$ cat src/rtl/dcrc_pkg.sv
package dcrc_pkg;

   typedef enum logic {
      MODE_GEN = 1'b0,
      MODE_CHK = 1'b1
   } dcrc_mode_e;

   // Decoded frame position for the bit presented this cycle
   typedef struct packed {
      logic accept;   // bit is taken into the frame
      logic cov1;     // bit lies inside the first checksum's coverage
      logic in_f1;    // bit lies in the first checksum field
      logic in_f2;    // bit lies in the second checksum field
      logic last_f1;  // bit is the final bit of the first field
      logic last_f2;  // bit is the final bit of the frame
   } dcrc_pos_t;

endpackage

$ cat src/rtl/dcrc_seq.sv
module dcrc_seq
   import dcrc_pkg::*;
#(
   parameter int PAYLOAD_BITS = 192,
   parameter int CRC_W        = 16
) (
   input  logic       clk,
   input  logic       rst_n,
   input  logic       start_i,
   input  logic       mode_i,
   input  logic       bit_valid_i,
   output dcrc_pos_t  pos_o,
   output dcrc_mode_e mode_o
);
   localparam int FRAME_BITS = PAYLOAD_BITS + 2 * CRC_W;
   localparam int F1_END     = PAYLOAD_BITS + CRC_W;
   localparam int POS_W      = $clog2(FRAME_BITS + 1);

   logic [POS_W-1:0] cnt_q;
   logic [POS_W-1:0] pos_eff;
   logic             act_q;
   logic             live;
   dcrc_mode_e       mode_q;

   always_comb begin
      pos_eff = start_i ? '0 : cnt_q;
      live    = start_i | act_q;
      mode_o  = start_i ? dcrc_mode_e'(mode_i) : mode_q;

      pos_o.accept  = bit_valid_i & live;
      pos_o.cov1    = (pos_eff < POS_W'(F1_END));
      pos_o.in_f1   = (pos_eff >= POS_W'(PAYLOAD_BITS)) && (pos_eff < POS_W'(F1_END));
      pos_o.in_f2   = (pos_eff >= POS_W'(F1_END));
      pos_o.last_f1 = (pos_eff == POS_W'(F1_END - 1));
      pos_o.last_f2 = (pos_eff == POS_W'(FRAME_BITS - 1));
   end

   always_ff @(posedge clk or negedge rst_n) begin
      if (!rst_n) begin
         cnt_q  <= '0;
         act_q  <= 1'b0;
         mode_q <= MODE_GEN;
      end else begin
         if (start_i) begin
            mode_q <= dcrc_mode_e'(mode_i);
         end
         if (pos_o.accept) begin
            if (pos_o.last_f2) begin
               act_q <= 1'b0;
               cnt_q <= '0;
            end else begin
               act_q <= 1'b1;
               cnt_q <= pos_eff + POS_W'(1);
            end
         end else if (start_i) begin
            act_q <= 1'b1;
            cnt_q <= '0;
         end
      end
   end

endmodule

$ cat src/rtl/dcrc_lane.sv
module dcrc_lane #(
   parameter int             W    = 16,
   parameter logic [W-1:0]   POLY = 16'h8005
) (
   input  logic clk,
   input  logic rst_n,
   input  logic clear_i,
   input  logic en_i,
   input  logic data_i,
   output logic msb_o,
   output logic zero_o
);
   logic [W-1:0] crc_q;
   logic [W-1:0] base;
   logic [W-1:0] nxt;
   logic         fb;

   always_comb begin
      base   = clear_i ? '0 : crc_q;
      fb     = data_i ^ base[W-1];
      nxt    = {base[W-2:0], 1'b0} ^ (fb ? POLY : '0);
      msb_o  = base[W-1];
      zero_o = (nxt == '0);
   end

   always_ff @(posedge clk or negedge rst_n) begin
      if (!rst_n) begin
         crc_q <= '0;
      end else if (en_i) begin
         crc_q <= nxt;
      end else begin
         crc_q <= base;
      end
   end

endmodule

$ cat src/rtl/dcrc_result.sv
module dcrc_result
   import dcrc_pkg::*;
(
   input  logic       clk,
   input  logic       rst_n,
   input  logic       start_i,
   input  dcrc_pos_t  pos_i,
   input  dcrc_mode_e mode_i,
   input  logic       data_i,
   input  logic       zero1_i,
   input  logic       zero2_i,
   output logic       out_vld_o,
   output logic       out_bit_o,
   output logic       crc1_chk_o,
   output logic       crc1_ok_o,
   output logic       crc2_chk_o,
   output logic       crc2_ok_o,
   output logic       done_o
);
   logic is_chk;
   logic end1;
   logic end2;

   always_comb begin
      is_chk = (mode_i == MODE_CHK);
      end1   = pos_i.accept & pos_i.last_f1;
      end2   = pos_i.accept & pos_i.last_f2;
   end

   always_ff @(posedge clk or negedge rst_n) begin
      if (!rst_n) begin
         out_vld_o  <= 1'b0;
         out_bit_o  <= 1'b0;
         crc1_chk_o <= 1'b0;
         crc1_ok_o  <= 1'b0;
         crc2_chk_o <= 1'b0;
         crc2_ok_o  <= 1'b0;
         done_o     <= 1'b0;
      end else begin
         out_vld_o  <= pos_i.accept & ~is_chk;
         if (pos_i.accept) begin
            out_bit_o <= data_i;
         end
         crc1_chk_o <= end1 & is_chk;
         crc2_chk_o <= end2 & is_chk;
         done_o     <= end2;
         if (end1 & is_chk) begin
            crc1_ok_o <= zero1_i;
         end else if (start_i) begin
            crc1_ok_o <= 1'b0;
         end
         if (end2 & is_chk) begin
            crc2_ok_o <= zero2_i;
         end else if (start_i) begin
            crc2_ok_o <= 1'b0;
         end
      end
   end

endmodule

$ cat src/rtl/dual_crc_framer.sv
module dual_crc_framer
   import dcrc_pkg::*;
#(
   parameter int                 PAYLOAD_BITS = 192,
   parameter int                 CRC_W        = 16,
   parameter logic [CRC_W-1:0]   POLY_A       = 16'h8005,
   parameter logic [CRC_W-1:0]   POLY_B       = 16'h1021
) (
   input  logic clk,
   input  logic rst_n,
   input  logic start_i,
   input  logic mode_i,
   input  logic bit_valid_i,
   input  logic bit_i,
   output logic out_vld_o,
   output logic out_bit_o,
   output logic crc1_chk_o,
   output logic crc1_ok_o,
   output logic crc2_chk_o,
   output logic crc2_ok_o,
   output logic done_o
);
   localparam int N_LANES = 2;

   if (PAYLOAD_BITS < 1) begin : g_bad_payload
      $error("PAYLOAD_BITS must be at least 1");
   end
   if (CRC_W < 2) begin : g_bad_width
      $error("CRC_W must be at least 2");
   end
   if (POLY_A[0] != 1'b1 || POLY_B[0] != 1'b1) begin : g_bad_poly
      $error("checksum polynomials need a constant term");
   end

   dcrc_pos_t  pos;
   dcrc_mode_e mode_eff;
   logic       data;
   logic       lane_msb  [N_LANES];
   logic       lane_zero [N_LANES];

   dcrc_seq #(
      .PAYLOAD_BITS(PAYLOAD_BITS),
      .CRC_W       (CRC_W)
   ) u_seq (
      .clk        (clk),
      .rst_n      (rst_n),
      .start_i    (start_i),
      .mode_i     (mode_i),
      .bit_valid_i(bit_valid_i),
      .pos_o      (pos),
      .mode_o     (mode_eff)
   );

   // In generate mode the checksum fields are sourced from the lanes;
   // feeding a lane its own top bit turns it into a plain shift-out.
   always_comb begin
      data = bit_i;
      if (mode_eff == MODE_GEN) begin
         if (pos.in_f1) begin
            data = lane_msb[0];
         end else if (pos.in_f2) begin
            data = lane_msb[1];
         end
      end
   end

   for (genvar g = 0; g < N_LANES; g++) begin : g_lane
      localparam logic [CRC_W-1:0] LANE_POLY = (g == 0) ? POLY_A : POLY_B;
      logic lane_en;
      assign lane_en = (g == 0) ? (pos.accept & pos.cov1) : pos.accept;
      dcrc_lane #(
         .W   (CRC_W),
         .POLY(LANE_POLY)
      ) u_lane (
         .clk    (clk),
         .rst_n  (rst_n),
         .clear_i(start_i),
         .en_i   (lane_en),
         .data_i (data),
         .msb_o  (lane_msb[g]),
         .zero_o (lane_zero[g])
      );
   end

   dcrc_result u_res (
      .clk       (clk),
      .rst_n     (rst_n),
      .start_i   (start_i),
      .pos_i     (pos),
      .mode_i    (mode_eff),
      .data_i    (data),
      .zero1_i   (lane_zero[0]),
      .zero2_i   (lane_zero[1]),
      .out_vld_o (out_vld_o),
      .out_bit_o (out_bit_o),
      .crc1_chk_o(crc1_chk_o),
      .crc1_ok_o (crc1_ok_o),
      .crc2_chk_o(crc2_chk_o),
      .crc2_ok_o (crc2_ok_o),
      .done_o    (done_o)
   );

endmodule

$ cat config.mk
export PLATFORM = sky130hd
export DESIGN_NAME = dual_crc_framer
export DESIGN_NICKNAME = d
export VERILOG_FILES = /design/src/rtl/dcrc_pkg.sv /design/src/rtl/dcrc_seq.sv /design/src/rtl/dcrc_lane.sv /design/src/rtl/dcrc_result.sv /design/src/rtl/dual_crc_framer.sv
export SDC_FILE = /design/constraint.sdc
export NUM_CORES = 1
export LEC_CHECK = 0
export BUFFER_PORTS_ARGS = -buffer_cell sky130_fd_sc_hd__buf_2
export CAP_MARGIN = 25
export CELL_PAD_IN_SITES_DETAIL_PLACEMENT = 1
export CELL_PAD_IN_SITES_GLOBAL_PLACEMENT = 1
export CORE_MARGIN = 2
export CORE_UTILIZATION = 47
export DETAILED_ROUTE_END_ITERATION = 12
export PLACE_DENSITY_LB_ADDON = 0.1
export REMOVE_ABC_BUFFERS = 1
export SLEW_MARGIN = 10
export SYNTH_ARGS = -nofsm -noshare
export SYNTH_HDL_FRONTEND = slang
export SYNTH_SLANG_ARGS = --single-unit
$ cat constraint.sdc
create_clock -name clk -period 2.1 [get_ports clk]
set_input_delay 0.105 -clock clk [delete_from_list [all_inputs] [get_ports clk]]
set_output_delay 0.105 -clock clk [all_outputs]
set_load 0.005 [all_outputs]
==> results.txt <==
Core Rows: 25
Slowest-stage cell, CP: or4b_4
Initial Util: 49.7%
M1 GR Usage: 29.7%
largest net degree at the start of global routing: 41
Hold Path Stages: 2
# Post-CTS Setup Buffers: 0
CTS Buffer Depth: 2
first-pass GRT wire length: 9380 um
Highest Clock Rate: 0.547 GHz
Worst Hold Path EP: u_seq.mode_q
hold buffers post-CTS: 1
RSZ-0062 raised after global routing: false
drt first pass iters: 4
vias per cell: 5.67
sequential fraction of the synthesis area: 51.2%
Post-DP HPWL: 3930 um
fillcell total: 567
Setup-failing EPs final: 0
final cell count without fillers: 338
Total Routing Usage GR: 21.9%
worst endpoint required time: 2.31 ns
Die Height: 75.4 um
worst reg2reg path endpoint: u_res.crc2_ok_o
crit share post-route: 87.1%
M3 GR Usage: 4.63%
Initial DRC Count: 122
Final Max Tran Viols: 0
setup tns final: 0 ns
CP max stage delay: 0.54 ns
ANT cells: 0
Worst R2R Start: u_seq.cnt_q[1]
count leader, synth: nand2_1
HP Start: mode_i
min cycle time layout: 1.83 ns
final core utilization: 54.7%
crit path DAT: 2.04 ns
CP bufs+invs: 1
syn avg cell area: 9.32 um2
gpl congestion: 0.761
CP top delay family: simple AND/OR/NAND/NOR gates
Setup crit end kind: register
worst hold path class: in2reg
Startpoint Class: register
skew final: 0.00975 ns
P&R area growth vs syn: 10.0%
total of max-cap violations: 0
core region area: 4820 um2
Die W: 75.4 um
routed via count: 1917
Synth area leaders: dfrtp_1 (51%), nand2_1 (9.9%), a21oi_1 (6.1%)
WS Path Type: reg2reg
cells on worst reg2reg path: 7
total CTS buffers: 5
layout cells sized above 1: 15.1%
reg2reg setup slack: 0.27 ns
final wirelength: 5480 um
fin nets: 278
Max IR drop VDD: 0.000462 V
vias in the first global route: 1902
run status: complete, no violations
Placed Cells: 329
Netlist cell types: 43
CTS tree: done
Most used DFF post-synth: dfrtp_1
Syn. warnings: 0
grt peak-use layer: met2
Crit Path Max Fanout: 4
synthesized instance count: 257
cell area after synthesis: 2400 um2
flops & latches, synth: 49
LEAKAGE: 0.00118 uW
number of remaining DRC errors: 0
Post-DRT Antenna Nets: 0
worst path cell trace: nand2b_1 > inv_1 > ha_1 > nand3_1 > or4b_4 > o211ai_2 > a21bo_1
Ports: 13
largest area contributor in the netlist: dfrtp_1
relative slew slack: 56.3%
post-synth top area share: 51.2%
clock-pin slew on the worst setup and hold paths: 0.09 ns
global-route congestion overflow total: 0
per-cell routed wire length: 16.2 um
commonest cells in the netlist: nand2_1 (63), dfrtp_1 (49), a21oi_1 (29), nor2_1 (13), clkbuf_1 (10)
grt met2 use: 36.3%
Worst Max-Slew Pin Slew: 0.656 ns
initial antenna violation count: 0
later-pin clock latency in the skew report: 0.31 ns
EDFF count, synth: 0
CTS-repair resized insts: 0
H-tree depth: 2
PortBufs: 12
PD cells: 658 nW/um2
clock sinks: 49
DIE AREA: 5690 um2
root buffer cell: clkbuf_8
final hold vios: 0
Async SR Flop Fraction: 100%
[report_power, final]
group | internal [uW] | switching (uW) | leakage (uW)
clock | 230 | 321 | 0.0000439
sequential | 975 | 26.5 | 0.000658
combinational | 67.4 | 113 | 0.000482
[state kept, by name (all words and copies together) (netlist names)]
signal and count:
g_lane.u_lane.crc_q 32, u_seq.cnt_q 8, u_res.crc1_chk_o 1, u_res.crc1_ok_o 1
u_res.crc2_chk_o 1, u_res.crc2_ok_o 1, u_res.done_o 1, u_res.out_bit_o 1
u_res.out_vld_o 1, u_seq.act_q 1, u_seq.mode_q 1
[layout by cell type (no fill, tap or decap), drive strengths merged, types with 3 or more instances in the layout]
master	n
a21oi	29
buf	21
clkbuf	5
dfrtp	49
inv	4
mux2	3
mux2i	4
nand2	63
nand2b	6
nand3	5
nand4	4
nor2	13
nor2b	4
nor3	7
nor4	7
o211ai	5
o21ai	6
xnor2	4
[worst register-to-register path: cells and delay by family (launching register included)]
family / cells / cell delay, ns
AND/OR/NAND/NOR: 3 / 0.75
adder cells (fa/ha/maj): 1 / 0.18
AO/OA/AOI/OAI: 2 / 0.37
buffers and inverters: 1 / 0.07
flip-flops: 1 / 0.36
[metrics by stage]
| step | hold WS (ns) | instance area (um2) | power, uW | setup slack (ns) |
|---|---|---|---|---|
| floorplan | -0.191 | 2330 | 1110 | 0.131 |
| global placement | 0.169 | 2540 | 1200 | 0.303 |
| detailed placement | 0.177 | 2540 | 1200 | 0.218 |
| CTS | 0.0605 | 2640 | 1760 | 0.258 |
| global route | 0.0637 | 2640 | 1820 | 0.166 |
| finish | 0.0666 | 2640 | 1730 | 0.271 |
[worst max path at each step]
| stage | from | end | slack, ns | cells past startpoint |
|---|---|---|---|---|
| 2_1_floorplan | u_seq.act_q | g_lane[0].u_lane.crc_q[15] | 0.13 | 3 |
| 4_1_cts | u_seq.cnt_q[1] | u_res.crc2_ok_o | 0.26 | 7 |
| 3_3_place_gp | start_i | u_res.crc2_ok_o | 0.30 | 8 |
| 6_report | u_seq.cnt_q[1] | u_res.crc2_ok_o | 0.27 | 7 |
| 3_5_place_dp | start_i | u_res.crc2_ok_o | 0.22 | 8 |
| 5_1_grt | u_seq.cnt_q[1] | u_res.crc2_ok_o | 0.17 | 7 |
[cell type report]
| class | count | area (um2) | area share [%] |
|---|---|---|---|
| clock buffer | 5 | 68.8 | 2.61 |
| tap | 67 | 83.8 | 3.18 |
| clock inverter | 3 | 17.5 | 0.664 |
| timing repair buffer | 22 | 138 | 5.22 |
| multi-input combinational | 188 | 1090 | 41.2 |
| sequential | 49 | 1230 | 46.5 |
| inverter | 4 | 15.0 | 0.570 |
[per-layer routing]
metal | part of all wire (%) | routed length, um
met5 | 0 | 0
met4 | 1.0 | 55
met3 | 2.0 | 108
met2 | 50 | 2720
met1 | 47 | 2600
[cells by family after synthesis]
| group | count (synthesis) | synth area share, % |
|---|---|---|
| xor gates and xnor gates | 4 | 1.46 |
| buffers and inverters | 20 | 3.45 |
| and+or+nand+nor | 120 | 24.9 |
| muxes | 7 | 3.08 |
| DFF | 49 | 51.2 |
| adders and majority gates | 2 | 1.04 |
| AOI/OAI and AO/OA | 55 | 14.9 |
Note: power is estimated with default switching activity, not from simulation.
